File: config.mk
export PLATFORM = sky130hd
export DESIGN_NAME = bus_slot_arbiter
export DESIGN_NICKNAME = d
export VERILOG_FILES = /design/src/rtl/arb_pkg.sv /design/src/rtl/arb_rr_pick.sv /design/src/rtl/arb_prio_pick.sv /design/src/rtl/arb_slot_timer.sv /design/src/rtl/bus_slot_arbiter.sv
export SDC_FILE = /design/constraint.sdc
export NUM_CORES = 1
export LEC_CHECK = 0
export ABC_AREA = 1
export CAP_MARGIN = 10
export CORE_MARGIN = 2
export CORE_UTILIZATION = 45
export CTS_BUF_LIST = sky130_fd_sc_hd__clkbuf_4 sky130_fd_sc_hd__clkbuf_8 sky130_fd_sc_hd__clkbuf_16
export DETAILED_ROUTE_END_ITERATION = 12
export PLACE_DENSITY = 0.74
export SYNTH_ARGS = -nofsm -noshare
export SYNTH_HDL_FRONTEND = slang
export SYNTH_HIERARCHICAL = 1
export SYNTH_SLANG_ARGS = --single-unit
File: constraint.sdc
create_clock -name clk -period 15.6 [get_ports clk]
set_input_delay 1.56 -clock clk [delete_from_list [all_inputs] [get_ports clk]]
set_output_delay 1.56 -clock clk [all_outputs]
set_load 0.02 [all_outputs]
File: src/rtl/arb_pkg.sv
package arb_pkg;

  localparam logic [1:0] ARB_PRIO = 2'd1;

  typedef enum logic [1:0] {
    PARK_NONE  = 2'd0,
    PARK_LAST  = 2'd1,
    PARK_FIXED = 2'd2,
    PARK_RSVD  = 2'd3
  } park_e;

  // index reached after stepping 'step' places up a ring of 'n' masters
  function automatic int ring_step(int base, int step, int n);
    return (base + step) % n;
  endfunction

  // slot used up: limit non-zero and count has reached it
  function automatic logic slot_spent(int unsigned cnt, int unsigned limit);
    return (limit != 0) && (cnt >= limit);
  endfunction

endpackage

File: src/rtl/arb_rr_pick.sv
module arb_rr_pick #(
  parameter int N  = 6,
  parameter int IW = 3
) (
  input  logic [N-1:0]  cand,
  input  logic [IW-1:0] last,
  output logic [IW-1:0] win,
  output logic          vld
);
  // scan from the farthest offset down so the nearest requester is written last
  always_comb begin
    win = '0;
    vld = 1'b0;
    for (int off = N; off >= 1; off--) begin
      if (cand[arb_pkg::ring_step(int'(last), off, N)]) begin
        win = IW'(arb_pkg::ring_step(int'(last), off, N));
        vld = 1'b1;
      end
    end
  end
endmodule

File: src/rtl/arb_prio_pick.sv
module arb_prio_pick #(
  parameter int N      = 6,
  parameter int IW     = 3,
  parameter int PW     = 2,
  parameter int STRIDE = 4
) (
  input  logic            clk,
  input  logic            rst_n,
  input  logic [N-1:0]    cand,
  input  logic [N*STRIDE-1:0] prio_word,
  output logic [IW-1:0]   win,
  output logic            vld
);
  logic [PW-1:0] prio [N];
  logic [PW-1:0] best;

  for (genvar g = 0; g < N; g++) begin : g_field
    assign prio[g] = prio_word[g*STRIDE +: PW];
  end

  // strict greater-than keeps the lowest index on ties
  always_comb begin
    win  = '0;
    vld  = 1'b0;
    best = '0;
    for (int i = 0; i < N; i++) begin
      if (cand[i] && (!vld || prio[i] > best)) begin
        win  = IW'(i);
        best = prio[i];
        vld  = 1'b1;
      end
    end
  end


  prio_win_is_cand_chk: assert property (@(posedge clk) disable iff (!rst_n)
    vld |-> cand[win]);
endmodule

File: src/rtl/arb_slot_timer.sv
module arb_slot_timer #(
  parameter int SW = 8
) (
  input  logic          clk,
  input  logic          rst_n,
  input  logic          load,
  input  logic          hold,
  input  logic [SW-1:0] limit,
  output logic          expired
);
  logic [SW-1:0] cnt;

  // a new win restarts at 1; holding counts up and saturates
  always_ff @(posedge clk or negedge rst_n) begin
    if (!rst_n)                   cnt <= '0;
    else if (load)                cnt <= SW'(1);
    else if (hold && cnt != '1)   cnt <= cnt + SW'(1);
    else if (!hold)               cnt <= '0;
  end

  assign expired = arb_pkg::slot_spent(int'(cnt), int'(limit));
endmodule

File: src/rtl/bus_slot_arbiter.sv
module bus_slot_arbiter #(
  parameter int NUM_MASTERS = 6,
  parameter int SLOT_W      = 8,
  parameter int PRIO_W      = 2,
  parameter int FIELD_STEP  = 4,
  parameter int PARK_W      = 3
) (
  input  logic                          clk,
  input  logic                          rst_n,
  input  logic [NUM_MASTERS-1:0]        req,
  input  logic [NUM_MASTERS-1:0]        last_beat,
  input  logic [1:0]                    arb_sel,
  input  logic [SLOT_W-1:0]             slot_len,
  input  logic [1:0]                    park_sel,
  input  logic [PARK_W-1:0]             park_idx,
  input  logic [NUM_MASTERS*FIELD_STEP-1:0] prio_word,
  output logic [NUM_MASTERS-1:0]        grant
);
  import arb_pkg::*;

  localparam int N  = NUM_MASTERS;
  localparam int IW = (N > 1) ? $clog2(N) : 1;

  logic [N-1:0]  grant_q;
  logic          held_q;
  logic [IW-1:0] own_q;
  logic [IW-1:0] last_q;
  logic          last_vld_q;

  // named internal events
  logic [N-1:0]  own_oh;
  logic          owner_req;
  logic          others_req;
  logic          slot_over;
  logic          brk;
  logic          keep;
  logic [N-1:0]  cand;
  logic [IW-1:0] rr_win, pr_win, win;
  logic          rr_vld, pr_vld, win_vld;
  logic          new_grant;
  logic [N-1:0]  park_vec;

  assign own_oh     = N'(1) << own_q;
  assign owner_req  = held_q & req[own_q];
  assign others_req = |(req & ~own_oh);
  assign brk        = owner_req & slot_over & others_req;
  assign keep       = owner_req & ~last_beat[own_q] & ~brk;
  assign cand       = brk ? (req & ~own_oh) : req;

  arb_rr_pick #(.N(N), .IW(IW)) u_rr (
    .cand (cand),
    .last (last_q),
    .win  (rr_win),
    .vld  (rr_vld)
  );

  arb_prio_pick #(.N(N), .IW(IW), .PW(PRIO_W), .STRIDE(FIELD_STEP)) u_prio (
    .clk       (clk),
    .rst_n     (rst_n),
    .cand      (cand),
    .prio_word (prio_word),
    .win       (pr_win),
    .vld       (pr_vld)
  );

  assign win       = (arb_sel == ARB_PRIO) ? pr_win : rr_win;
  assign win_vld   = (arb_sel == ARB_PRIO) ? pr_vld : rr_vld;
  assign new_grant = ~keep & win_vld;

  arb_slot_timer #(.SW(SLOT_W)) u_slot (
    .clk     (clk),
    .rst_n   (rst_n),
    .load    (new_grant),
    .hold    (keep),
    .limit   (slot_len),
    .expired (slot_over)
  );

  always_comb begin
    park_vec = '0;
    case (park_e'(park_sel))
      PARK_LAST:  if (last_vld_q) park_vec = N'(1) << last_q;
      PARK_FIXED: if (int'(park_idx) < N) park_vec = N'(1) << park_idx;
      default:    park_vec = '0;
    endcase
  end

  always_ff @(posedge clk or negedge rst_n) begin
    if (!rst_n) begin
      grant_q    <= '0;
      held_q     <= 1'b0;
      own_q      <= '0;
      last_q     <= IW'(N - 1);
      last_vld_q <= 1'b0;
    end else if (keep) begin
      held_q     <= 1'b1;
    end else if (new_grant) begin
      grant_q    <= N'(1) << win;
      held_q     <= 1'b1;
      own_q      <= win;
      last_q     <= win;
      last_vld_q <= 1'b1;
    end else begin
      grant_q    <= park_vec;
      held_q     <= 1'b0;
    end
  end

  assign grant = grant_q;


  grant_onehot_chk: assert property (@(posedge clk) disable iff (!rst_n)
    $onehot0(grant));


  burst_hold_chk: assert property (@(posedge clk) disable iff (!rst_n)
    keep |=> $stable(grant));


  slot_break_chk: assert property (@(posedge clk) disable iff (!rst_n)
    brk |=> (grant != $past(grant)));


  park_none_chk: assert property (@(posedge clk) disable iff (!rst_n)
    (req == '0 && (park_sel == 2'd0 || park_sel == 2'd3)) |=> (grant == '0));


  rr_win_is_cand_chk: assert property (@(posedge clk) disable iff (!rst_n)
    rr_vld |-> cand[rr_win]);
endmodule

==> results of run 1 <==
kinds of logic after synthesis:
group | share of synthesized area
compound gates | 0.106
buf+inv | 0.130
simple gates | 0.479
xor+xnor | 0.00771
mux | 0.00308
flops | 0.163
fa+ha+maj | 0.112
cells in the mapped netlist (8+ instances only):
library cell / n
inv_1: 79
nand4_1: 8
nor2_1: 35
nand3_2: 8
o21ai_1: 8
ha_1: 29
inv_2: 12
dfrtp_1: 19
a21oi_1: 10
nand3_1: 49
nand2_1: 171
nand2_4: 8
nand2_2: 21
o21ai_0: 17
state kept, by name (all words and copies together), names as in the netlist:
| register | cells |
|---|---|
| own_q | 3 |
| last_vld_q | 1 |
| last_q | 2 |
| held_q | 1 |
| grant | 6 |
| u_slot/cnt | 8 |
per-layer routing:
metal	up-vias	wire, um
li1	1763	-
met1	1457	3250
met2	63	3620
met3	9	200
met4	0	70
met5	-	0
final timing paths:
path / from / to / slack (ps) / cells after the start
worst min-delay path: grant[2] / grant[2] / 480 / 2
min in group asynchronous: rst_n / grant[4] / 1790 / 1
worst max-delay path: slot_len[7] / grant[2] / 6490 / 57
worst max register to register: own_q[1] / grant[2] / 7870 / 53
max in group asynchronous: rst_n / u_slot/cnt[3] / 13270 / 1
worst min register to register: grant[2] / grant[2] / 480 / 2
worst max-delay path: cells and delay by family:
| kind | cells | cell delay (ps) |
|---|---|---|
| fa+ha+maj | 6 | 1600 |
| buf+inv | 9 | 1070 |
| compound gates | 7 | 1440 |
| simple gates | 35 | 3610 |
layout make-up:
type,instances,area (um2)
clock buffers,4,48.8
fillers,691,3070
inverters,92,345
multi-input cells,408,2300
flip-flops and latches,21,528
well taps,96,120
repair buffers,46,460
report_power, final:
part,switching [mW],internal (mW)
sequential,0.0293,0.0741
combinational,0.443,0.246
clock,0.0166,0.0199
total,0.489,0.340
==> metrics.md, run 1 <==
| Metric | Value |
|---|---|
| Status | finished clean |
| Setup CP Type | input pin to flip-flop |
| # diodes | 0 |
| Setup ws final | 6490 ps |
| Total gr overflow | 0 |
| Detailed-route via count | 3292 |
| Drt first pass iters | 4 |
| Post-route cell area | 0.00380 mm2 |
| Number of gates resized after CTS | 0 |
| Worst EP required | 15800 ps |
| Placed wire-length estimate | 5970 um |
| Hold Slack | 481 ps |
| Synth Flop Type | dfrtp_1 |
| Sequential-to-total area share from yosys stat | 0.163 |
| Clk slew on worst S/H paths | 70 ps |
| EDFF count, synth | 0 |
| Placed cells | 663 |
| Non-Filler Instances | 667 |
| Async set or reset register ratio after synthesis | 1.00 |
| Library cells used by synthesis | 42 |
| Met1 usage | 0.238 |
| Max incr delay on CP | 510 ps |
| PD cells | 218 mW/mm2 |
| Post-DRT Antenna Nets | 0 |
| Total wire length | 7130 um |
| Initial DRC Count | 135 |
| Antenna violations before repair | 0 |
| CP most frequent cell | nand2_1 |
| Core area | 0.00687 mm2 |
| Vias in the first global route | 3122 |
| Number of synthesized register bits | 21 |
| Routed len/inst | 10.7 um |
| Max Fclk | 0.110 GHz |
| Post-layout net count | 654 |
| Area leader, netlist | nand2_1 |
| Area Overhead vs Synth | 17.1% |
| PortBufs | 46 |
| Clk sinks | 21 |
| Pre-CTS setup slack | 6280 ps |
| Worst-skew pair later-pin latency | 260 ps |
| Top Ports | 59 |
| Initial core utilization | 0.472 |
| Clk buf depth | 2 |
| Met3 Usage GRT | 0.0139 |
| Yosys warning total | 6 |
| Max Fanout on Critical Path | 5 |
| Synthesized instance count | 528 |
| Pleak | 2.07 nW |
| Cell area after placement | 0.00375 mm2 |
| Unrepaired setup endpoints after global routing | false |
| Gpl congestion | 0.886 |
| Rows | 30 |
| Synth top area cells | nand2_1 (20%), dfrtp_1 (15%), ha_1 (11%), inv_1 (9.1%), nand3_1 (7.6%) |
| H-tree levels | 1 |
| Most frequent cells in the layout | nand2_1 (171), inv_1 (79), nand3_1 (49), clkdlybuf4s50_1 (46), nor2_1 (35) |
| Max-slew headroom | 0.417 |
| Max-slew violation count | 0 |
| Clock skew | 2.86 ps |
| Die Ht | 88.9 um |
| Clock tree root buffer cell | clkbuf_8 |
| Routed vias/inst | 4.94 |
| Setup TNS | 0 ps |
| Startpoint types | input pin |
| Slowest CP cell | o21ai_0 |
| GR peak layer | met2 |
| Worst Setup End Kind | flip-flop |
| GR Layer Usage met2 | 0.372 |
| Global-route wire length before repair | 12800 um |
| Post CTS Setup Buffer Count | 0 |
| CTS tree | yes |
| Synth Area per Inst | 6.15 um2 |
| Final setup fails | 0 |
| Layout cells sized above 1 | 0.135 |
| Hold Crit Class | flip-flop to flip-flop |
| WP data arrival | 9310 ps |
| Pin count of the biggest net entering global routing | 22 |
| Pwr Total | 0.829 mW |
| Area of the mapped netlist | 0.00325 mm2 |
| Hold buffer count at cts | 0 |
| Syn nets | 610 |
| Post-synth top area share | 0.198 |
| Die area | 0.00791 mm2 |
| # DRC | 0 |
| Final period util | 0.584 |
| Peak VDD IR | 120 uV |
| Final Hold Viols | 0 |
| Commonest non-fill, non-tap cell in the layout | nand2_1 |
| Total of max-cap violations | 0 |
| Die width | 88.9 um |
| Post-layout minimum cycle time | 9110 ps |
| Slew @ Worst Pin | 871 ps |
| Total CTS buffers | 3 |
| Post-Route Utilization | 0.553 |
| GRT Util Overall | 0.194 |
Power figures use the tool's default switching activity.
==> run 2: changes to the inputs <==
Clock period 15.6 ns to 8.7 ns, I/O delays scaled along.
==> metrics.md, run 2 (same netlist as run 1, synthesis figures left out) <==
| Metric | Value |
|---|---|
| Pleak | 2.08 nW |
| Global-route wire length before repair | 12400 um |
| Post CTS Setup Buffer Count | 0 |
| Routed len/inst | 10.5 um |
| PortBufs | 46 |
| PD cells | 396 mW/mm2 |
| Drt first pass iters | 5 |
| Top Ports | 59 |
| Clock skew | 2.75 ps |
| Commonest non-fill, non-tap cell in the layout | nand2_1 |
| Most frequent cells in the layout | nand2_1 (169), inv_1 (79), nand3_1 (48), clkdlybuf4s50_1 (46), nor2_1 (34) |
| Die width | 88.9 um |
| Antenna violations before repair | 0 |
| # DRC | 0 |
| Final period util | 0.908 |
| CP most frequent cell | nand2_1 |
| Core area | 0.00687 mm2 |
| Detailed-route via count | 3327 |
| Slew @ Worst Pin | 885 ps |
| Clk slew on worst S/H paths | 70 ps |
| Post-route cell area | 0.00383 mm2 |
| Vias in the first global route | 3077 |
| Max Fanout on Critical Path | 5 |
| Clk buf depth | 2 |
| Seq. cell area | 528 um2 |
| Die Ht | 88.9 um |
| Placed wire-length estimate | 5940 um |
| Worst Reg-to-Reg Cells | 53 |
| Final setup fails | 0 |
| Post-layout net count | 656 |
| Total CTS buffers | 3 |
| Area of the multi-input gates | 0.00231 mm2 |
| Hold buffer count at cts | 0 |
| Gpl congestion | 0.875 |
| Clock tree root buffer cell | clkbuf_8 |
| Initial DRC Count | 119 |
| Max Fclk | 0.127 GHz |
| # diodes | 0 |
| Max FFs per register | 8 |
| Setup CP Type | input pin to flip-flop |
| Rows | 30 |
| Setup TNS | 0 ps |
| Unrepaired setup endpoints after global routing | false |
| Cell area after placement | 0.00377 mm2 |
| WP data arrival | 8100 ps |
| Status | finished clean |
| Top reg by flops | u_slot/cnt |
| Max-slew headroom | 0.408 |
| H-tree levels | 1 |
| GRT Util Overall | 0.189 |
| Routed vias/inst | 4.97 |
| Total of max-cap violations | 0 |
| Initial core utilization | 0.472 |
| Max-slew violation count | 0 |
| Total gr overflow | 0 |
| Startpoint types | input pin |
| Layout cells sized above 1 | 0.147 |
| Filler instances | 686 |
| Peak VDD IR | 252 uV |
| Slowest CP cell | clkdlybuf4s50_1 |
| Clk sinks | 21 |
| Final Hold Viols | 0 |
| Post-DRT Antenna Nets | 0 |
| Die area | 0.00791 mm2 |
| Worst Setup End Kind | flip-flop |
| CTS tree | yes |
| Worst-skew pair later-pin latency | 260 ps |
| Area Overhead vs Synth | 18.0% |
| Post-layout minimum cycle time | 7900 ps |
| Hold depth | 2 |
| Pin count of the biggest net entering global routing | 22 |
| Total wire length | 7040 um |
| Worst EP required | 8900 ps |
| Hold Crit Class | flip-flop to flip-flop |
| Max incr delay on CP | 480 ps |
[run 2: critical path, delay by kind of cell]
family | cells | cell delay [ps]
buffers and inverters | 9 | 1060
AOI/OAI and AO/OA | 7 | 860
and+or+nand+nor | 35 | 3680
adders and majority gates | 6 | 1610
[run 2: layer usage]
layer	GRT usage	part of all wire
met1	0.235	0.46
met2	0.361	0.50
met3	0.00739	0.025
met4	0.0413	0.012
met5	0	0
[run 2: layout make-up]
type / count / share of cell area
Inverter: 92 / 0.0902
Clock inverter: 1 / 0.00131
Clock buffer: 3 / 0.0108
Tap cell: 96 / 0.0314
Multi-Input combinational cell: 408 / 0.604
Timing Repair Buffer: 48 / 0.124
Sequential cell: 21 / 0.138
[run 2: where the power goes]
part | internal [mW] | switching (mW)
logic | 0.469 | 0.799
registers | 0.133 | 0.0514
clock network | 0.0320 | 0.0324
[run 2: timing repair]
action	4_1_cts	5_1_grt
endpoints found under the hold margin	0	0
resized for setup	0	7
endpoints found under the setup margin	0	8
[run 2: worst paths after layout]
| check | startpoint | to | slack, ps |
|---|---|---|---|
| max | slot_len[7] | grant[3] | 800 |
| min | grant[2] | grant[2] | 490 |
| max reg2reg | own_q[1] | grant[3] | 1450 |
| min reg2reg | grant[2] | grant[2] | 490 |
| max in group asynchronous | rst_n | last_vld_q | 7050 |
| min in group asynchronous | rst_n | grant[5] | 1100 |
[run 2: through the flow]
step | utilization | power [mW] | worst slack (ps) | cells | hold WS (ps)
after floorplan | - | 1.22 | 1610 | 528 | 479
after global placement | 0.548 | 1.40 | 461 | 665 | 475
after detailed placement | 0.548 | 1.43 | 263 | 665 | 473
after CTS | 0.555 | 1.51 | 476 | 669 | 495
after global routing | 0.557 | 1.71 | 4.05 | 669 | 508
final | 0.557 | 1.52 | 804 | 669 | 492
